<file path="config.mk">
export PLATFORM = sky130hd
export DESIGN_NAME = tw_reg_slave
export DESIGN_NICKNAME = d
export VERILOG_FILES = /design/src/rtl/tw_pkg.sv /design/src/rtl/tw_line_sync.sv /design/src/rtl/tw_addr_reg.sv /design/src/rtl/tw_reg_slave.sv
export SDC_FILE = /design/constraint.sdc
export NUM_CORES = 1
export LEC_CHECK = 0
export CORE_MARGIN = 2
export CORE_UTILIZATION = 38
export CTS_BUF_LIST = sky130_fd_sc_hd__clkbuf_16
export DETAILED_ROUTE_END_ITERATION = 6
export SLEW_MARGIN = 20
export SYNTH_ARGS = -nofsm -noshare
export SYNTH_HDL_FRONTEND = slang
export SYNTH_HIERARCHICAL = 1
export SYNTH_SLANG_ARGS = --single-unit
</file>
<file path="constraint.sdc">
create_clock -name clk_i -period 2.8 [get_ports clk_i]
set_input_delay 0.42 -clock clk_i [delete_from_list [all_inputs] [get_ports clk_i]]
set_output_delay 0.42 -clock clk_i [all_outputs]
set_load 0.005 [all_outputs]
</file>
<file path="src/rtl/tw_pkg.sv">
package tw_pkg;
  typedef enum logic [2:0] {
    ST_IDLE,
    ST_ADDR,
    ST_PTR,
    ST_WDATA,
    ST_ACK,
    ST_RDATA,
    ST_RACK
  } tw_state_e;
endpackage

</file>
<file path="src/rtl/tw_line_sync.sv">
module tw_line_sync #(
  parameter int STAGES = 2
) (
  input  logic clk_i,
  input  logic rst_ni,
  input  logic scl_i,
  input  logic sda_i,
  output logic sda_o,
  output logic scl_rise_o,
  output logic scl_fall_o,
  output logic start_o,
  output logic stop_o
);
  localparam int NLINES = 2;  // index 1 = scl, 0 = sda

  logic [NLINES-1:0] line_in, cur, prv;
  assign line_in = {scl_i, sda_i};

  for (genvar g = 0; g < NLINES; g++) begin : g_line
    logic [STAGES-1:0] pipe_q;
    logic              last_q;
    always_ff @(posedge clk_i or negedge rst_ni) begin
      if (!rst_ni) begin
        pipe_q <= '1;
        last_q <= 1'b1;
      end else begin
        pipe_q <= {pipe_q[STAGES-2:0], line_in[g]};
        last_q <= pipe_q[STAGES-1];
      end
    end
    assign cur[g] = pipe_q[STAGES-1];
    assign prv[g] = last_q;
  end

  assign sda_o      = cur[0];
  assign scl_rise_o = cur[1] & ~prv[1];
  assign scl_fall_o = ~cur[1] & prv[1];
  assign start_o    = cur[1] & prv[1] & prv[0] & ~cur[0];
  assign stop_o     = cur[1] & prv[1] & ~prv[0] & cur[0];
endmodule

</file>
<file path="src/rtl/tw_addr_reg.sv">
module tw_addr_reg #(
  parameter int DW      = 8,
  parameter int AW      = 7,
  parameter int STRAP_W = 2,
  parameter logic [AW-STRAP_W-1:0] RESET_HI = 5'b01011
) (
  input  logic               clk_i,
  input  logic               rst_ni,
  input  logic               wr_i,
  input  logic [DW-1:0]      wdata_i,
  input  logic               commit_i,
  input  logic [STRAP_W-1:0] strap_i,
  output logic [AW-1:0]      addr_o,
  output logic [DW-1:0]      rdata_o
);
  localparam int HI_W = AW - STRAP_W;

  logic [HI_W-1:0] hi_q, pend_q;
  logic            pend_v_q;

  always_ff @(posedge clk_i or negedge rst_ni) begin
    if (!rst_ni) begin
      hi_q     <= RESET_HI;
      pend_q   <= '0;
      pend_v_q <= 1'b0;
    end else if (wr_i) begin
      pend_q   <= wdata_i[AW-1:STRAP_W];
      pend_v_q <= 1'b1;
    end else if (commit_i && pend_v_q) begin
      hi_q     <= pend_q;
      pend_v_q <= 1'b0;
    end
  end

  assign addr_o  = {hi_q, strap_i};
  assign rdata_o = {{(DW-AW){1'b0}}, hi_q, strap_i};

  // address only moves on a STOP
  assert_commit_only_R8: assert property (@(posedge clk_i) disable iff (!rst_ni)
    !commit_i |=> $stable(hi_q));
endmodule

</file>
<file path="src/rtl/tw_reg_slave.sv">
module tw_reg_slave
  import tw_pkg::*;
#(
  parameter int DW          = 8,
  parameter int AW          = 7,
  parameter int STRAP_W     = 2,
  parameter int SYNC_STAGES = 2,
  parameter logic [DW-1:0]           ADDR_REG = 8'h48,
  parameter logic [AW-STRAP_W-1:0]   RESET_HI = 5'b01011
) (
  input  logic               clk_i,
  input  logic               rst_ni,
  input  logic               scl_i,
  input  logic               sda_i,
  input  logic [STRAP_W-1:0] strap_i,
  output logic               sda_oe_o,
  output logic [DW-1:0]      reg_addr_o,
  output logic [DW-1:0]      reg_wdata_o,
  output logic               reg_we_o,
  input  logic [DW-1:0]      reg_rdata_i
);
  localparam int CW = $clog2(DW + 1);
  localparam logic [CW-1:0] CNT_FULL = CW'(DW);
  localparam logic [CW-1:0] CNT_LAST = CW'(DW - 1);

  logic sda_s, scl_rise, scl_fall, start_det, stop_det;

  tw_line_sync #(.STAGES(SYNC_STAGES)) u_sync (
    .clk_i, .rst_ni, .scl_i, .sda_i,
    .sda_o(sda_s), .scl_rise_o(scl_rise), .scl_fall_o(scl_fall),
    .start_o(start_det), .stop_o(stop_det)
  );

  tw_state_e         state_q, next_q;
  logic [DW-1:0]     sh_q, ptr_q, wdata_q;
  logic [CW-1:0]     cnt_q;
  logic              we_q, nack_q;
  logic [AW-1:0]     dev_addr;
  logic [DW-1:0]     ar_rdata, rd_byte;
  logic              rx_state, byte_done, addr_hit, ar_wr;

  assign rx_state  = (state_q == ST_ADDR) || (state_q == ST_PTR) || (state_q == ST_WDATA);
  assign byte_done = rx_state && scl_fall && (cnt_q == CNT_FULL);
  assign addr_hit  = (sh_q[DW-1:1] == dev_addr);
  assign ar_wr     = byte_done && (state_q == ST_WDATA) && (ptr_q == ADDR_REG) && !start_det && !stop_det;
  assign rd_byte   = (ptr_q == ADDR_REG) ? ar_rdata : reg_rdata_i;

  tw_addr_reg #(.DW(DW), .AW(AW), .STRAP_W(STRAP_W), .RESET_HI(RESET_HI)) u_addr (
    .clk_i, .rst_ni,
    .wr_i(ar_wr), .wdata_i(sh_q), .commit_i(stop_det),
    .strap_i, .addr_o(dev_addr), .rdata_o(ar_rdata)
  );

  always_ff @(posedge clk_i or negedge rst_ni) begin
    if (!rst_ni) begin
      state_q <= ST_IDLE;
      next_q  <= ST_IDLE;
      sh_q    <= '0;
      ptr_q   <= '0;
      wdata_q <= '0;
      cnt_q   <= '0;
      we_q    <= 1'b0;
      nack_q  <= 1'b0;
    end else begin
      we_q <= 1'b0;
      if (start_det) begin
        state_q <= ST_ADDR;
        cnt_q   <= '0;
      end else if (stop_det) begin
        state_q <= ST_IDLE;
      end else begin
        unique case (state_q)
          ST_ADDR, ST_PTR, ST_WDATA: begin
            if (scl_rise && cnt_q != CNT_FULL) begin
              sh_q  <= {sh_q[DW-2:0], sda_s};
              cnt_q <= cnt_q + CW'(1);
            end else if (byte_done) begin
              cnt_q <= '0;
              if (state_q == ST_ADDR) begin
                if (addr_hit) begin
                  state_q <= ST_ACK;
                  next_q  <= sh_q[0] ? ST_RDATA : ST_PTR;
                end else begin
                  state_q <= ST_IDLE;
                end
              end else begin
                if (state_q == ST_PTR) ptr_q <= sh_q;
                else if (ptr_q != ADDR_REG) begin
                  we_q    <= 1'b1;
                  wdata_q <= sh_q;
                end
                state_q <= ST_ACK;
                next_q  <= ST_WDATA;
              end
            end
          end
          ST_ACK: if (scl_fall) begin
            state_q <= next_q;
            cnt_q   <= '0;
            if (next_q == ST_RDATA) sh_q <= rd_byte;
          end
          ST_RDATA: if (scl_fall) begin
            if (cnt_q == CNT_LAST) begin
              state_q <= ST_RACK;
              cnt_q   <= '0;
            end else begin
              sh_q  <= {sh_q[DW-2:0], 1'b0};
              cnt_q <= cnt_q + CW'(1);
            end
          end
          ST_RACK: begin
            if (scl_rise) nack_q <= sda_s;
            if (scl_fall) begin
              if (nack_q) state_q <= ST_IDLE;
              else begin
                sh_q    <= rd_byte;
                state_q <= ST_RDATA;
              end
            end
          end
          default: ;
        endcase
      end
    end
  end

  assign sda_oe_o    = (state_q == ST_ACK) || (state_q == ST_RDATA && !sh_q[DW-1]);
  assign reg_addr_o  = ptr_q;
  assign reg_wdata_o = wdata_q;
  assign reg_we_o    = we_q;

  assert_we_pulse_R3: assert property (@(posedge clk_i) disable iff (!rst_ni)
    reg_we_o |=> !reg_we_o);
  assert_cnt_range_R3: assert property (@(posedge clk_i) disable iff (!rst_ni)
    cnt_q <= CNT_FULL);
  assert_no_we_addrreg_R7: assert property (@(posedge clk_i) disable iff (!rst_ni)
    reg_we_o |-> reg_addr_o != ADDR_REG);
  assert_start_restarts_R9: assert property (@(posedge clk_i) disable iff (!rst_ni)
    start_det |=> (state_q == ST_ADDR) && (cnt_q == '0) && !reg_we_o);
  assert_stop_idles_R9: assert property (@(posedge clk_i) disable iff (!rst_ni)
    stop_det |=> (state_q == ST_IDLE) && !sda_oe_o);
endmodule

</file>
After elaboration in Yosys (flattened, before gate mapping). Index checks and enable logic that the tools add are counted.

Register bits after elaboration: 53. Input bits: 14. Output and inout port bits: 18. Logic and storage cells: 134.

Add/subtract/negate cells: 1. Equality and inequality tests: 31. Mux-type cells: 42. Bitwise gates (word level): 17. Reduce and logical (&&, ||, !) cells: 28.

Operators with widths (number): 8-bit two-way mux (8); 3-bit two-way mux (14); 4-bit inequality test (second input constant) (8); 8-bit one-hot mux with 4 select lines (1); 4-bit two-way mux (7); 2-bit inequality test (second input constant) (9); 7-bit AND reduction (2); 3-bit == test (second input constant) (4); 3-bit one-hot mux with 4 select lines (1); 4-bit one-hot mux with 3 select lines (1); 1-bit two-way mux (10); 1-bit NOT (10); 10-bit AND reduction (1); 1-bit logical AND (9); 8-bit by 7-bit == test with 1-bit output (second input constant) (1); 8-bit by 7-bit inequality test with 1-bit output (second input constant) (1); 8-bit AND reduction (1); 4-bit nonzero test (2); 1-bit bitwise AND (7); 7-bit == test (1); 3-bit by 2-bit == test with 1-bit output (second input constant) (2); 3-bit inequality test (second input constant) (2); 6-bit AND reduction (1); 6-bit nonzero test (1); other kinds (11) (15).

Depth between registers and ports, before layout.
Word-level depth: 11. Mapped depth: 9. Gate-level depth less buffers: 7.

Hierarchy. Netlist, hierarchy kept.

Modules (own cells, without submodules): tw_reg_slave (instances 1, cells an instance 190, area an instance 1973.1 um^2, sequential area each 900.9 um^2); tw_addr_reg (instances 1, cells an instance 36, area an instance 533.0 um^2, sequential area each 279.0 um^2); tw_line_sync (instances 1, cells an instance 10, area an instance 190.2 um^2, sequential area each 157.7 um^2).

Worst setup path before layout. No wires, ideal clock.

Path type: reg2reg. From: register u_sync.g_line[1].last_q. To: register cnt_q[3]. Setup time: 0.078 ns. Arrival: 2.225 ns. Data required time: 2.722 ns. Setup slack: 0.497 ns. Cell stages (with the launch flop): 8. Path buffers: 1. Clock period less this slack: 2.303 ns. Path through: dfstp_2 -> nor2b_1 -> and4b_1 -> buf_4 -> nor2_1 -> a221o_1 -> or4_1 -> a21oi_1.

Elaborated cells on any way between the ends: 21. Those cells by class: eq/ne: 4; mux: 4; bitwise: 8; reduce/logical: 5.

RTL lines: from (decl) (line tw_line_sync.sv:21) `logic last_q;`; from (signal assigned) (line tw_line_sync.sv:28) `last_q <= pipe_q[STAGES-1];`; 1-bit bitwise AND (*) (line tw_line_sync.sv:37) `assign scl_fall_o = ~cur[1] & prv[1];`; net scl_fall (line tw_reg_slave.sv:26) `logic sda_s, scl_rise, scl_fall, start_det, stop_det;`; 1-bit logical AND (2 in a row) (line tw_reg_slave.sv:43) `assign byte_done = rx_state && scl_fall && (cnt_q == CNT_FULL);`; 4-bit inequality test (no source line); 5-bit AND reduction (no source line) (*); to (signal assigned) (line tw_reg_slave.sv:76) `cnt_q <= cnt_q + CW'(1);`; to (signal assigned) (line tw_reg_slave.sv:108) `cnt_q <= cnt_q + CW'(1);`; to (decl) (line tw_reg_slave.sv:36) `logic [CW-1:0] cnt_q;`.

The timed path passes the listed nets; every way through them passes the cells marked *. The select of a mux whose other input is x is not followed. A chain may end at the register's enable or synchronous reset.

Worst setup path in the final report. Same ends and word-level chain as after synthesis.

==> results.json <==
{
  "register_area_sq_um": 1340,
  "setup_clock_skew_after_layout_ns": 0.00793,
  "multi_input_comb_area_sq_um": 1220,
  "placementRows": 30,
  "fin_total_pwr_mw": 2.18,
  "total_of_cells_resized_after_clock_tree_synthesis": 0,
  "diodes": 0,
  "status": "finished, final reports clean",
  "dp_worst_setup_slack_ns": 0.512,
  "net_sw_power_uw": 723,
  "wl_met3_um": 144,
  "cts-htree-levels": 2,
  "synth_edf_count": 0,
  "core-area_sq_um": 6830,
  "layout.nets": 280,
  "report.final.setup_viol": 0,
  "yosys_most_used_dff": "sky130_fd_sc_hd__dfrtp_1",
  "drt-vias-per-instance": 5.03,
  "num_io_pins": 32,
  "max_slew_margin_pct": 54.7,
  "synth_async_sr_flop_share_pct": 100,
  "place_congestion": 0.827,
  "hpwlAfterDp_mm": 3.81,
  "area_delta_synth_final_pct": 19.0,
  "antenna_left": 0,
  "power_switching_share_pct": 33.1,
  "max-cap-violations": 0,
  "critPathCaptureType": "flop",
  "tns_ns": 0,
  "ctsLongestPathBuffers": 2,
  "nFillCells": 666,
  "post-cts-setup-buffer-count": 0,
  "power.share.clock_pct": 28.5,
  "most_common_library_cell_in_the_layout_ignoring_fill_and_taps": "sky130_fd_sc_hd__dfrtp_1",
  "drc_violation_total_after_the_first_tritonroute_iteration": 84,
  "cts_hold_buf": 0,
  "timing_hold_violations_final": 0,
  "cts.sinks": 53,
  "cp_data_arrival_time_ns": 2.53,
  "layout_cells_sized_above_1_pct": 23.8,
  "number_of_synthesized_register_bits": 53,
  "track_usage_pct": 15.5,
  "synthesis.instances": 236,
  "synth.cell_area_sq_um": 2700,
  "power_report.internal_total_mw": 1.46,
  "initial_utilization_pct": 39.5,
  "finalMaxSlewViolations": 0,
  "final_min_period_ns": 2.31,
  "max_freq_mhz": 432,
  "seq_power_share_pct": 47.3,
  "class_of_the_most_critical_setup_path": "reg -> reg",
  "required_time_of_the_critical_path_ns": 3.02,
  "fin_crit_sh_pct": 82.6,
  "clk_root_buffer_cell": "sky130_fd_sc_hd__clkbuf_16",
  "worst_slew_pin_slew_ns": 0.680,
  "via_count_of_the_first_global_routing_pass": 1868,
  "hold_ws_ns": 0.251,
  "layout_setup_ws_ns": 0.487,
  "final_cell_mix": "44 x sky130_fd_sc_hd__dfrtp_1, 30 x sky130_fd_sc_hd__clkdlybuf4s50_1, 29 x sky130_fd_sc_hd__mux2_2",
  "place.port_buffers": 31,
  "pwr_density_cell_nw_per_um2": 681,
  "first_pass_grt_wire_length_mm": 9.23,
  "avgRoutedWirePerCell_um": 15.3,
  "rsz_0062_raised_after_global_routing": "false",
  "critical_path_peak_fanout": 8,
  "met1Wirelength_mm": 2.76,
  "dieHeight_um": 88.2,
  "cts_buffers": 5,
  "synth_area_per_cell_sq_um": 11.4,
  "route.vias.total": 1816,
  "dp.cells": 353,
  "wl_met2_mm": 2.57,
  "seq_area_frac_synth_pct": 49.6,
  "vdd_ir_drop_max_mv": 0.281,
  "grt-ovfl-total": 0,
  "clock_slew_at_the_register_clock_pins_of_the_worst_setup_and_hold_paths_ns": 0.07,
  "synth-warning-count": 6,
  "die_w_um": 88.2,
  "mappedNetlistNets": 252,
  "timing.critical_path.from_type": "flop",
  "post_synth_num_cell_types": 47,
  "cts_tree": "done",
  "grt_start_max_net_pins": 54,
  "final_cell_count_no_fill": 361,
  "share_comb_of_total_power_pct": 24.2,
  "floorplan.die_area_sq_um": 7790,
  "clock_network_latency_to_the_later_pin_of_the_worst_skew_pair_ns": 0.30,
  "drt-pass1-iter-count": 4,
  "drc": 0,
  "detail_route.wirelength_mm": 5.52,
  "grt_antenna_before_repair": 0,
  "leakage_power_of_the_design_nw": 1.51,
  "min_delay_path_class": "in -> async",
  "top_layer": "met4"
}
## worst paths after layout
check                                      startpoint                    endpoint  slack, ns  depth (start not counted)
min in group clk_i         u_sync/g_line[1].pipe_q[0]  u_sync/g_line[1].pipe_q[1]       0.35                          0
max in group asynchronous                      rst_ni                   next_q[0]       2.11                          2
setup / recovery              u_sync/g_line[1].last_q                    cnt_q[3]       0.49                          6
setup reg to reg              u_sync/g_line[1].last_q                    cnt_q[3]       0.49                          6
hold reg to reg            u_sync/g_line[1].pipe_q[0]  u_sync/g_line[1].pipe_q[1]       0.35                          0
hold / removal                                 rst_ni              u_addr/hi_q[2]       0.25                          2
## worst max-delay path: stages, from the launching register on
cell and delay (ns):
sky130_fd_sc_hd__dfstp_2 0.54, sky130_fd_sc_hd__nor2b_1 0.17, sky130_fd_sc_hd__and4b_1 0.32, sky130_fd_sc_hd__nor2_1 0.07, sky130_fd_sc_hd__a221o_1 0.46, sky130_fd_sc_hd__or4_1 0.53
sky130_fd_sc_hd__a21oi_1 0.15
## Yosys cell counts, types with 5 or more instances
master                    instances  share of area [%]
sky130_fd_sc_hd__mux2_4           5                2.8
sky130_fd_sc_hd__nor2b_1          5                1.2
sky130_fd_sc_hd__mux2_2          29                 12
sky130_fd_sc_hd__o21ai_0         12                2.2
sky130_fd_sc_hd__a21oi_1          5               0.93
sky130_fd_sc_hd__nand2_1         19                2.6
sky130_fd_sc_hd__mux2i_1         10                3.7
sky130_fd_sc_hd__dfrtp_1         44                 41
sky130_fd_sc_hd__dfstp_2          9                8.8
sky130_fd_sc_hd__nor2_1          15                2.1
sky130_fd_sc_hd__inv_1            6               0.84
sky130_fd_sc_hd__buf_4           11                3.1
## per-layer routing
layer	global-route usage (%)	vias to the layer above
met4	5.10	0
met1	22.0	896
met2	23.6	29
met5	0	-
li1	-	887
met3	3.45	4
## sequential cells by signal, indices dropped and copies added (netlist names), 3 cells and up
name / flops
reg_addr_o: 8
sh_q: 8
state_q: 3
cnt_q: 4
next_q: 3
reg_wdata_o: 8
u_sync/g_line.pipe_q: 4
u_addr/pend_q: 5
u_addr/hi_q: 5
## area by class of cell
cell class	instances	share of cell area (%)
Sequential cell	53	41.7
Multi-Input combinational cell	160	38.1
Timing Repair Buffer	38	11.2
Clock buffer	5	3.90
Tap cell	96	3.74
Clock inverter	3	0.702
Inverter	6	0.702
## through the flow
stage               cell area (sq um)  util, %
global route                     3210     47.0
CTS                              3210     47.0
finish                           3210     47.0
floorplan                        2700        -
detailed placement               3060     44.8
global placement                 3060     44.8
## cells by family (layout without fill, tap and decap cells)
logic type	count (synthesis)	after routing	synth area share, %
AO/OA/AOI/OAI	34	34	8.40
other	1	1	0.139
adder cells (fa/ha/maj)	2	2	0.928
flip-flops	53	53	49.6
multiplexers	44	44	18.6
AND/OR/NAND/NOR	72	72	15.0
buffers and inverters	23	52	5.06
XOR/XNOR	7	7	2.27
## power groups by stage
stage | combinational, mW | clock (mW) | sequential, mW
3_3_place_gp | 0.522 | 0 | 1.05
5_1_grt | 0.602 | 0.664 | 1.05
6_report | 0.529 | 0.622 | 1.03
3_5_place_dp | 0.531 | 0 | 1.05
4_1_cts | 0.535 | 0.636 | 1.03
2_1_floorplan | 0.437 | 0 | 0.953
No activity file was read; power rests on OpenSTA's default activity.
